===== src/rtl/pll_cfg_ctrl.sv =====
module pll_cfg_ctrl #(
  parameter int NUM_PLL = 3,
  parameter int IDX_W   = 2,
  parameter int MUL_W   = 8,
  parameter int FRAC_W  = 12,
  parameter int DIV_W   = 4,
  parameter int STUP_W  = 8,
  parameter logic [NUM_PLL-1:0] HAS_IO = 3'b101
) (
  input  logic                      clk,
  input  logic                      rst_n,
  input  logic                      bus_wr,
  input  logic [1:0]                bus_addr,
  input  logic [31:0]               bus_wdata,
  output logic [31:0]               bus_rdata,
  output logic [NUM_PLL*MUL_W-1:0]  act_mul,
  output logic [NUM_PLL*FRAC_W-1:0] act_frac,
  output logic [NUM_PLL*DIV_W-1:0]  act_div_sys,
  output logic [NUM_PLL*DIV_W-1:0]  act_div_io,
  output logic [NUM_PLL-1:0]        act_pll_en,
  output logic [NUM_PLL-1:0]        act_lock_en,
  output logic [NUM_PLL-1:0]        sys_gate,
  output logic [NUM_PLL-1:0]        io_gate,
  output logic [STUP_W-1:0]         startup_time
);
  localparam int CMT_BIT   = 8;
  localparam int STUP_LSB  = 16;
  localparam int FRAC_LSB  = 16;
  localparam int DIO_LSB   = 8;
  localparam int EN_LSB    = 16;

  logic [IDX_W-1:0]  lat_idx;
  logic [MUL_W-1:0]  st_mul;
  logic [FRAC_W-1:0] st_frac;
  logic [DIV_W-1:0]  st_dsys, st_dio;
  logic [3:0]        st_en;

  logic [MUL_W-1:0]  a_mul  [NUM_PLL];
  logic [FRAC_W-1:0] a_frac [NUM_PLL];
  logic [DIV_W-1:0]  a_dsys [NUM_PLL];
  logic [DIV_W-1:0]  a_dio  [NUM_PLL];
  logic [NUM_PLL-1:0] hit;

  wire [IDX_W-1:0] w_idx   = bus_wdata[IDX_W-1:0];
  wire             wr_upd  = bus_wr && bus_addr == 2'd0;
  wire             do_lat  = wr_upd && !bus_wdata[CMT_BIT];
  wire             do_cmt  = wr_upd && bus_wdata[CMT_BIT] && w_idx == lat_idx;
  wire             all_off = act_pll_en == '0;

  always_ff @(posedge clk or negedge rst_n) begin
    if (!rst_n) begin
      lat_idx      <= '0;
      startup_time <= '0;
      st_mul       <= '0;
      st_frac      <= '0;
      st_dsys      <= '0;
      st_dio       <= '0;
      st_en        <= '0;
    end else begin
      if (do_lat) begin
        lat_idx <= w_idx;
        if (all_off) startup_time <= bus_wdata[STUP_LSB +: STUP_W];
      end
      if (bus_wr && bus_addr == 2'd1) begin
        st_mul  <= bus_wdata[MUL_W-1:0];
        st_frac <= bus_wdata[FRAC_LSB +: FRAC_W];
      end
      if (bus_wr && bus_addr == 2'd2) begin
        st_dsys <= bus_wdata[DIV_W-1:0];
        st_dio  <= bus_wdata[DIO_LSB +: DIV_W];
        st_en   <= bus_wdata[EN_LSB +: 4];
      end
    end
  end

  for (genvar i = 0; i < NUM_PLL; i++) begin : g_pll
    assign hit[i] = lat_idx == IDX_W'(i);
    always_ff @(posedge clk or negedge rst_n) begin
      if (!rst_n) begin
        a_mul[i]       <= '0;
        a_frac[i]      <= '0;
        a_dsys[i]      <= '0;
        a_dio[i]       <= '0;
        act_pll_en[i]  <= 1'b0;
        act_lock_en[i] <= 1'b0;
        sys_gate[i]    <= 1'b0;
        io_gate[i]     <= 1'b0;
      end else if (do_cmt && hit[i]) begin
        a_mul[i]       <= st_mul;
        a_frac[i]      <= st_frac;
        a_dsys[i]      <= st_dsys;
        a_dio[i]       <= st_dio;
        act_pll_en[i]  <= st_en[0];
        act_lock_en[i] <= st_en[1];
        sys_gate[i]    <= st_en[0] & st_en[2];
        io_gate[i]     <= st_en[0] & st_en[3] & HAS_IO[i];
      end
    end
    assign act_mul[i*MUL_W +: MUL_W]    = a_mul[i];
    assign act_frac[i*FRAC_W +: FRAC_W] = a_frac[i];
    assign act_div_sys[i*DIV_W +: DIV_W] = a_dsys[i];
    assign act_div_io[i*DIV_W +: DIV_W]  = a_dio[i];
  end

  always_comb begin
    bus_rdata = '0;
    case (bus_addr)
      2'd0: begin
        bus_rdata[IDX_W-1:0]           = lat_idx;
        bus_rdata[STUP_LSB +: STUP_W]  = startup_time;
      end
      2'd1, 2'd2: begin
        for (int i = 0; i < NUM_PLL; i++) begin
          if (hit[i]) begin
            if (bus_addr == 2'd1) begin
              bus_rdata[MUL_W-1:0]          = a_mul[i];
              bus_rdata[FRAC_LSB +: FRAC_W] = a_frac[i];
            end else begin
              bus_rdata[DIV_W-1:0]       = a_dsys[i];
              bus_rdata[DIO_LSB +: DIV_W] = a_dio[i];
              bus_rdata[EN_LSB +: 4]     = {io_gate[i], sys_gate[i], act_lock_en[i], act_pll_en[i]};
            end
          end
        end
      end
      default: bus_rdata = '0;
    endcase
  end

  AST_CANCEL_MISMATCH: assert property (@(posedge clk) disable iff (!rst_n)
    (wr_upd && bus_wdata[CMT_BIT] && w_idx != lat_idx) |=> ($stable(act_mul) && $stable(act_pll_en) && $stable(sys_gate) && $stable(io_gate)));
  AST_STUP_LOCKED: assert property (@(posedge clk) disable iff (!rst_n)
    (wr_upd && act_pll_en != '0) |=> $stable(startup_time));
  AST_NO_WRITE_HOLD: assert property (@(posedge clk) disable iff (!rst_n)
    !bus_wr |=> ($stable(act_mul) && $stable(act_frac) && $stable(act_pll_en) && $stable(sys_gate)));
  AST_GATE_NEEDS_EN: assert property (@(posedge clk) disable iff (!rst_n)
    ((sys_gate | io_gate) & ~act_pll_en) == '0);
  AST_NO_IO_PATH: assert property (@(posedge clk) disable iff (!rst_n)
    (io_gate & ~HAS_IO) == '0);
  AST_CMT_READS_ZERO: assert property (@(posedge clk) disable iff (!rst_n)
    bus_addr == 2'd0 |-> !bus_rdata[CMT_BIT]);
endmodule


===== config.mk =====
export PLATFORM = sky130hd
export DESIGN_NAME = pll_cfg_ctrl
export DESIGN_NICKNAME = d
export VERILOG_FILES = /design/src/rtl/pll_cfg_ctrl.sv
export SDC_FILE = /design/constraint.sdc
export NUM_CORES = 1
export LEC_CHECK = 0
export ABC_AREA = 1
export CAP_MARGIN = 30
export CELL_PAD_IN_SITES_DETAIL_PLACEMENT = 0
export CELL_PAD_IN_SITES_GLOBAL_PLACEMENT = 1
export CORE_UTILIZATION = 35
export DETAILED_ROUTE_END_ITERATION = 10
export PLACE_DENSITY_LB_ADDON = 0.1
export SYNTH_ARGS = -nofsm -noshare
export SYNTH_HDL_FRONTEND = slang
export SYNTH_SLANG_ARGS = --single-unit

===== constraint.sdc =====
create_clock -name clk -period 2.2 [get_ports clk]
set_input_delay 0.44 -clock clk [delete_from_list [all_inputs] [get_ports clk]]
set_output_delay 0.44 -clock clk [all_outputs]
set_load 0.02 [all_outputs]

* Word level (Yosys, flattened, before mapping) *
Index checks and enable logic that the tools add are counted.

storage, ports and cells
  register bits = 137
  bits in latches = 0
  memory bits (writable) = 0
  ROM bits = 0
  input port bits = 37
  logic and storage cells = 77
  memories = 0

cells by class
  add/subtract/negate cells = 0
  multiply operators = 0
  div/mod/pow operators = 0
  magnitude comparators = 0
  eq/ne operators = 5
  shift operators = 0
  mux-type cells = 25
  bitwise operators = 2
  reductions and logical operators = 15

operators with widths
  kind                                                                   count
  12-bit 2-to-1 mux                                                      6
  4-bit 2-to-1 mux                                                       13
  8-bit 2-to-1 mux                                                       3
  8-bit case mux with 2 select lines                                     1
  10-bit 2-to-1 mux                                                      1
  1-bit logical AND                                                      9
  2-bit by 1-bit equality test with 1-bit output, second input constant  2
  2-bit equality test, second input constant                             2
  2-bit logical NOT                                                      2
  2-bit case mux with 2 select lines                                     1
  3-bit logical NOT                                                      1
  1-bit bitwise AND                                                      2
  2-bit equality test                                                    1
  2-bit AND reduction                                                    1
  2-bit OR reduction                                                     1
  1-bit logical NOT                                                      1

* Longest topological paths before layout *
  depth in word-level cells = 8
  mapped depth = 12

* Worst setup path after synthesis *
OpenSTA, ideal clock, no wires.

  kind = input port to output port
  from = in bus_addr[1]
  to = out bus_rdata[17]
  data arrival time = 1,726 ps
  setup slack = 34 ps
  stages on the path = 11
  path buffers = 2
  cells stage by stage = inv_1 -> ha_1 -> buf_2 -> inv_2 -> buf_2 -> nor2_1 -> nor2_1 -> o21ai_0 -> nand3_1 -> nand2_1 -> a21oi_1

on the way
  longest elaborated chain between the ends = 6

ends and longest elaborated chain
  element                                         line      source
  from (decl)                                     13        input logic [1:0] bus_addr,
  2-bit by 1-bit equality test with 1-bit output  107, 115
  4-bit 2-to-1 mux                                115       if (bus_addr == 2'd1) begin
  12-bit 2-to-1 mux (3 in series)                 114       if (hit[i]) begin
  8-bit case mux with 2 select lines *            107       case (bus_addr)
  to (decl)                                       15        output logic [31:0] bus_rdata,

Mark *: on every way between the ends. The rest lies on a longest branch, timed or not.

* Final worst setup path *
  from = reg lat_idx[1]
  to = out bus_rdata[0]

on the way
  longest elaborated chain between the ends = 5

ends and longest elaborated chain
  element                               line  source
  from (decl)                           32    logic [IDX_W-1:0] lat_idx;
  from (signal assigned)                61    lat_idx <= w_idx;
  2-bit logical NOT                     77    assign hit[i] = lat_idx == IDX_W'(i);
  12-bit 2-to-1 mux (2 in series)       114
  12-bit 2-to-1 mux *                   114
  2-bit case mux with 2 select lines *  107

Marked as above.

==> results by group <==
GRT
  • Vias in the first global route: 5,581
  • GR peak layer: met2
  • Met3 Track Usage GR: 4.62%
  • Total track usage: 22.0%
  • Wire length of the first global-routing pass: 30,300 µm
  • Largest net degree at the start of global routing: 58
  • Met2 Use GR: 36.0%
  • Initial antenna violation count: 0
  • Met1 Use GR: 28.6%
  • Global route total overflow: 0

Cells and area
  • Syn-to-layout area delta: 48.2%
  • Layout Cells excl Fill: 1,165
  • Share of layout cells above drive strength 1: 22.7%
  • Fin util: 53.6%
  • Nets: 969
  • Final Cell Area: 9330 µm²
  • Ant diodes: 0

Placed design
  • Routability Congestion: 0.781
  • DP Area: 8450 µm²
  • Port-buffer cells: 155
  • HPWL after DPL: 13,800 µm
  • Place WS: -0.942 ns
  • Placed Cells: 1,121

Power
  • Pwr Total: 8.84 mW
  • Peak supply drop: 0.534 mV
  • PD cells: 947 nW/µm²
  • Leakage power: 4.28 nW

STA
  • Worst Tran Pin Value: 0.548 ns
  • Final setup viols: 18
  • Fin Hold WS: 0.481 ns
  • Sum Neg Setup Slack: -0.709 ns
  • Clk_skew: 0.00752 ns
  • Fmax: 439 MHz
  • Slew Viols, Final: 0
  • RSZ-0062 raised after global routing: true
  • Final Hold Viols: 0
  • Slew HR: 63.5%
  • Slack of the critical path: -0.0764 ns
  • Fin crit share: 103%
  • Final min period: 2.28 ns

Setup path
  • Crit. End Element: output pin
  • Slowest-stage cell, CP: dfrtp_2
  • CP Cell Sequence: buf_4 -> nand2_4 -> buf_8 -> a21oi_1 -> a21oi_1 -> nand2_1 -> a21oi_2 -> buf_4
  • Worst Path Arrival: 1.84 ns
  • CP max FO: 7
  • Crit Path Category: register to output pin
  • Critical Path Start Type: register
  • Reg2reg setup slack: 0.47 ns
  • Delay of the slowest critical-path stage: 0.46 ns
  • Worst Path Buf+Inv: 3
  • CP delay by family, top: flip-flops
  • Worst endpoint required time: 1.76 ns

Floorplanning
  • DIE AREA: 18,500 µm²
  • Chip width: 136 µm
  • Initial Util: 36.1%
  • Die height: 136 µm
  • Total I/O pin count: 173
  • Standard-cell rows: 48
  • Core area: 17,400 µm²

Clock network
  • CTS H-Tree Depth: 4
  • Clock latency on the worst-skew pair: 0.42 ns
  • Sinks on Clock Net: 137
  • CTS Buffer Depth: 2
  • CTS Buf Count: 17
  • CTS tree: built
  • Clock-pin slew on the worst setup and hold paths: 0.06 ns
  • CTS Root Cell: clkbuf_16

Yosys
  • Cell variety after synth: 31
  • Mapped cell area: 6300 µm²
  • Area leader, netlist: dfrtp_1
  • Ys async rst share: 100%
  • Most frequent cell after synthesis: nand2_1
  • Synth top cells by count: 199 x nand2_1, 137 x dfrtp_1, 68 x o21ai_1
  • Synthesis Warnings: 0
  • Cells after Synth: 723
  • Yosys reg bits: 137
  • Syn avg cell area: 8.71 µm²
  • Area contributors post-synth: dfrtp_1 54%, nand2_1 12%, o21ai_1 5.4%
  • Post-synth EDFFs: 0
  • Share of the synthesized area in the top cell type: 54.5%
  • Ys flop type: dfrtp_1
  • Seq/Total Area, Yosys: 54.5%

Worst hold path
  • Hold WC Path Type: register to register

Route
  • Drt via density: 4.82
  • Antenna-violating nets left: 0
  • Number of remaining DRC errors: 0
  • TritonRoute pass-1 iters: 5
  • Vias: 5,611
  • WL final: 19,300 µm
  • Drt initial violations: 327
  • Average wire per standard cell: 16.6 µm

Status
  • Failing checks: negative setup slack
  • Run status: complete, but fails checks

Job
  • Max-cap viol count: 0
==> routing by layer <==
metal | share of wire (%) | wire (µm)
met5 | 0 | 0
met2 | 49 | 9490
met4 | 1.3 | 249
met3 | 5.4 | 1050
met1 | 44 | 8540
==> layout by cell type, fill, tap and decap left out, types with 15 or more instances in the layout <==
| cell | instances |
|---|---|
| nor2_1 | 28 |
| buf_4 | 60 |
| clkbuf_16 | 17 |
| clkdlybuf4s50_1 | 128 |
| o21ai_2 | 30 |
| buf_12 | 15 |
| nand2_1 | 191 |
| dfrtp_1 | 135 |
| o21ai_0 | 47 |
| o21ai_1 | 75 |
| a21oi_1 | 33 |
| inv_1 | 56 |
==> state kept, by name, summed over array words and instances, names as in the netlist, 3 cells and up <==
| name | count |
|---|---|
| act_div_io | 12 |
| st_dsys | 4 |
| st_mul | 8 |
| startup_time | 8 |
| act_lock_en | 3 |
| st_frac | 12 |
| st_en | 4 |
| act_mul | 24 |
| act_pll_en | 3 |
| st_dio | 4 |
| sys_gate | 3 |
| act_div_sys | 12 |
| act_frac | 36 |
==> power breakdown <==
part	internal (mW)	total, mW	switching [mW]
sequential	2.96	3.34	0.376
combinational	1.27	2.76	1.49
clock	1.62	2.74	1.11
==> worst min-delay path, stage by stage (launching register included) <==
cell	delay (ns)
dfrtp_1	0.34
nand2_1	0.05
o21ai_0	0.05
==> final timing paths <==
kind | start | end | depth (start not counted)
max | lat_idx[1] | bus_rdata[0] | 8
min | st_frac[4] | st_frac[4] | 2
max reg2reg | lat_idx[1] | act_mul[20] | 10
min reg2reg | st_frac[4] | st_frac[4] | 2
max in group asynchronous | rst_n | lat_idx[0] | 3
min in group asynchronous | rst_n | st_frac[5] | 2
==> final cells by class <==
class                           instances  area, µm²
Inverter                               64        260
Fill cell                            1630       8080
Clock buffer                           19        453
Tap cell                              225        282
Sequential cell                       137       3430
Multi-Input combinational cell        481       2520
Clock inverter                         13        120
Timing Repair Buffer                  226       2260
==> cell families after synthesis <==
| kind of cell | after synthesis | synth area share [%] |
|---|---|---|
| DFF | 137 | 54.5 |
| AOI/OAI and AO/OA | 205 | 18.7 |
| adders and majority gates | 5 | 0.994 |
| buffers and inverters | 113 | 8.88 |
| and+or+nand+nor | 262 | 16.9 |
| other | 1 | 0.0596 |
==> what timing repair did <==
action | 4_1_cts | 5_1_grt
setup buffers | 9 | 2
hold buffers | 1 | 0
gates resized for setup | 181 | 29
endpoints found under the setup margin | 24 | 23
hold endpoints to repair | 18 | 0
pin swaps | 20 | 19
No activity file was read; power rests on OpenSTA's default activity.
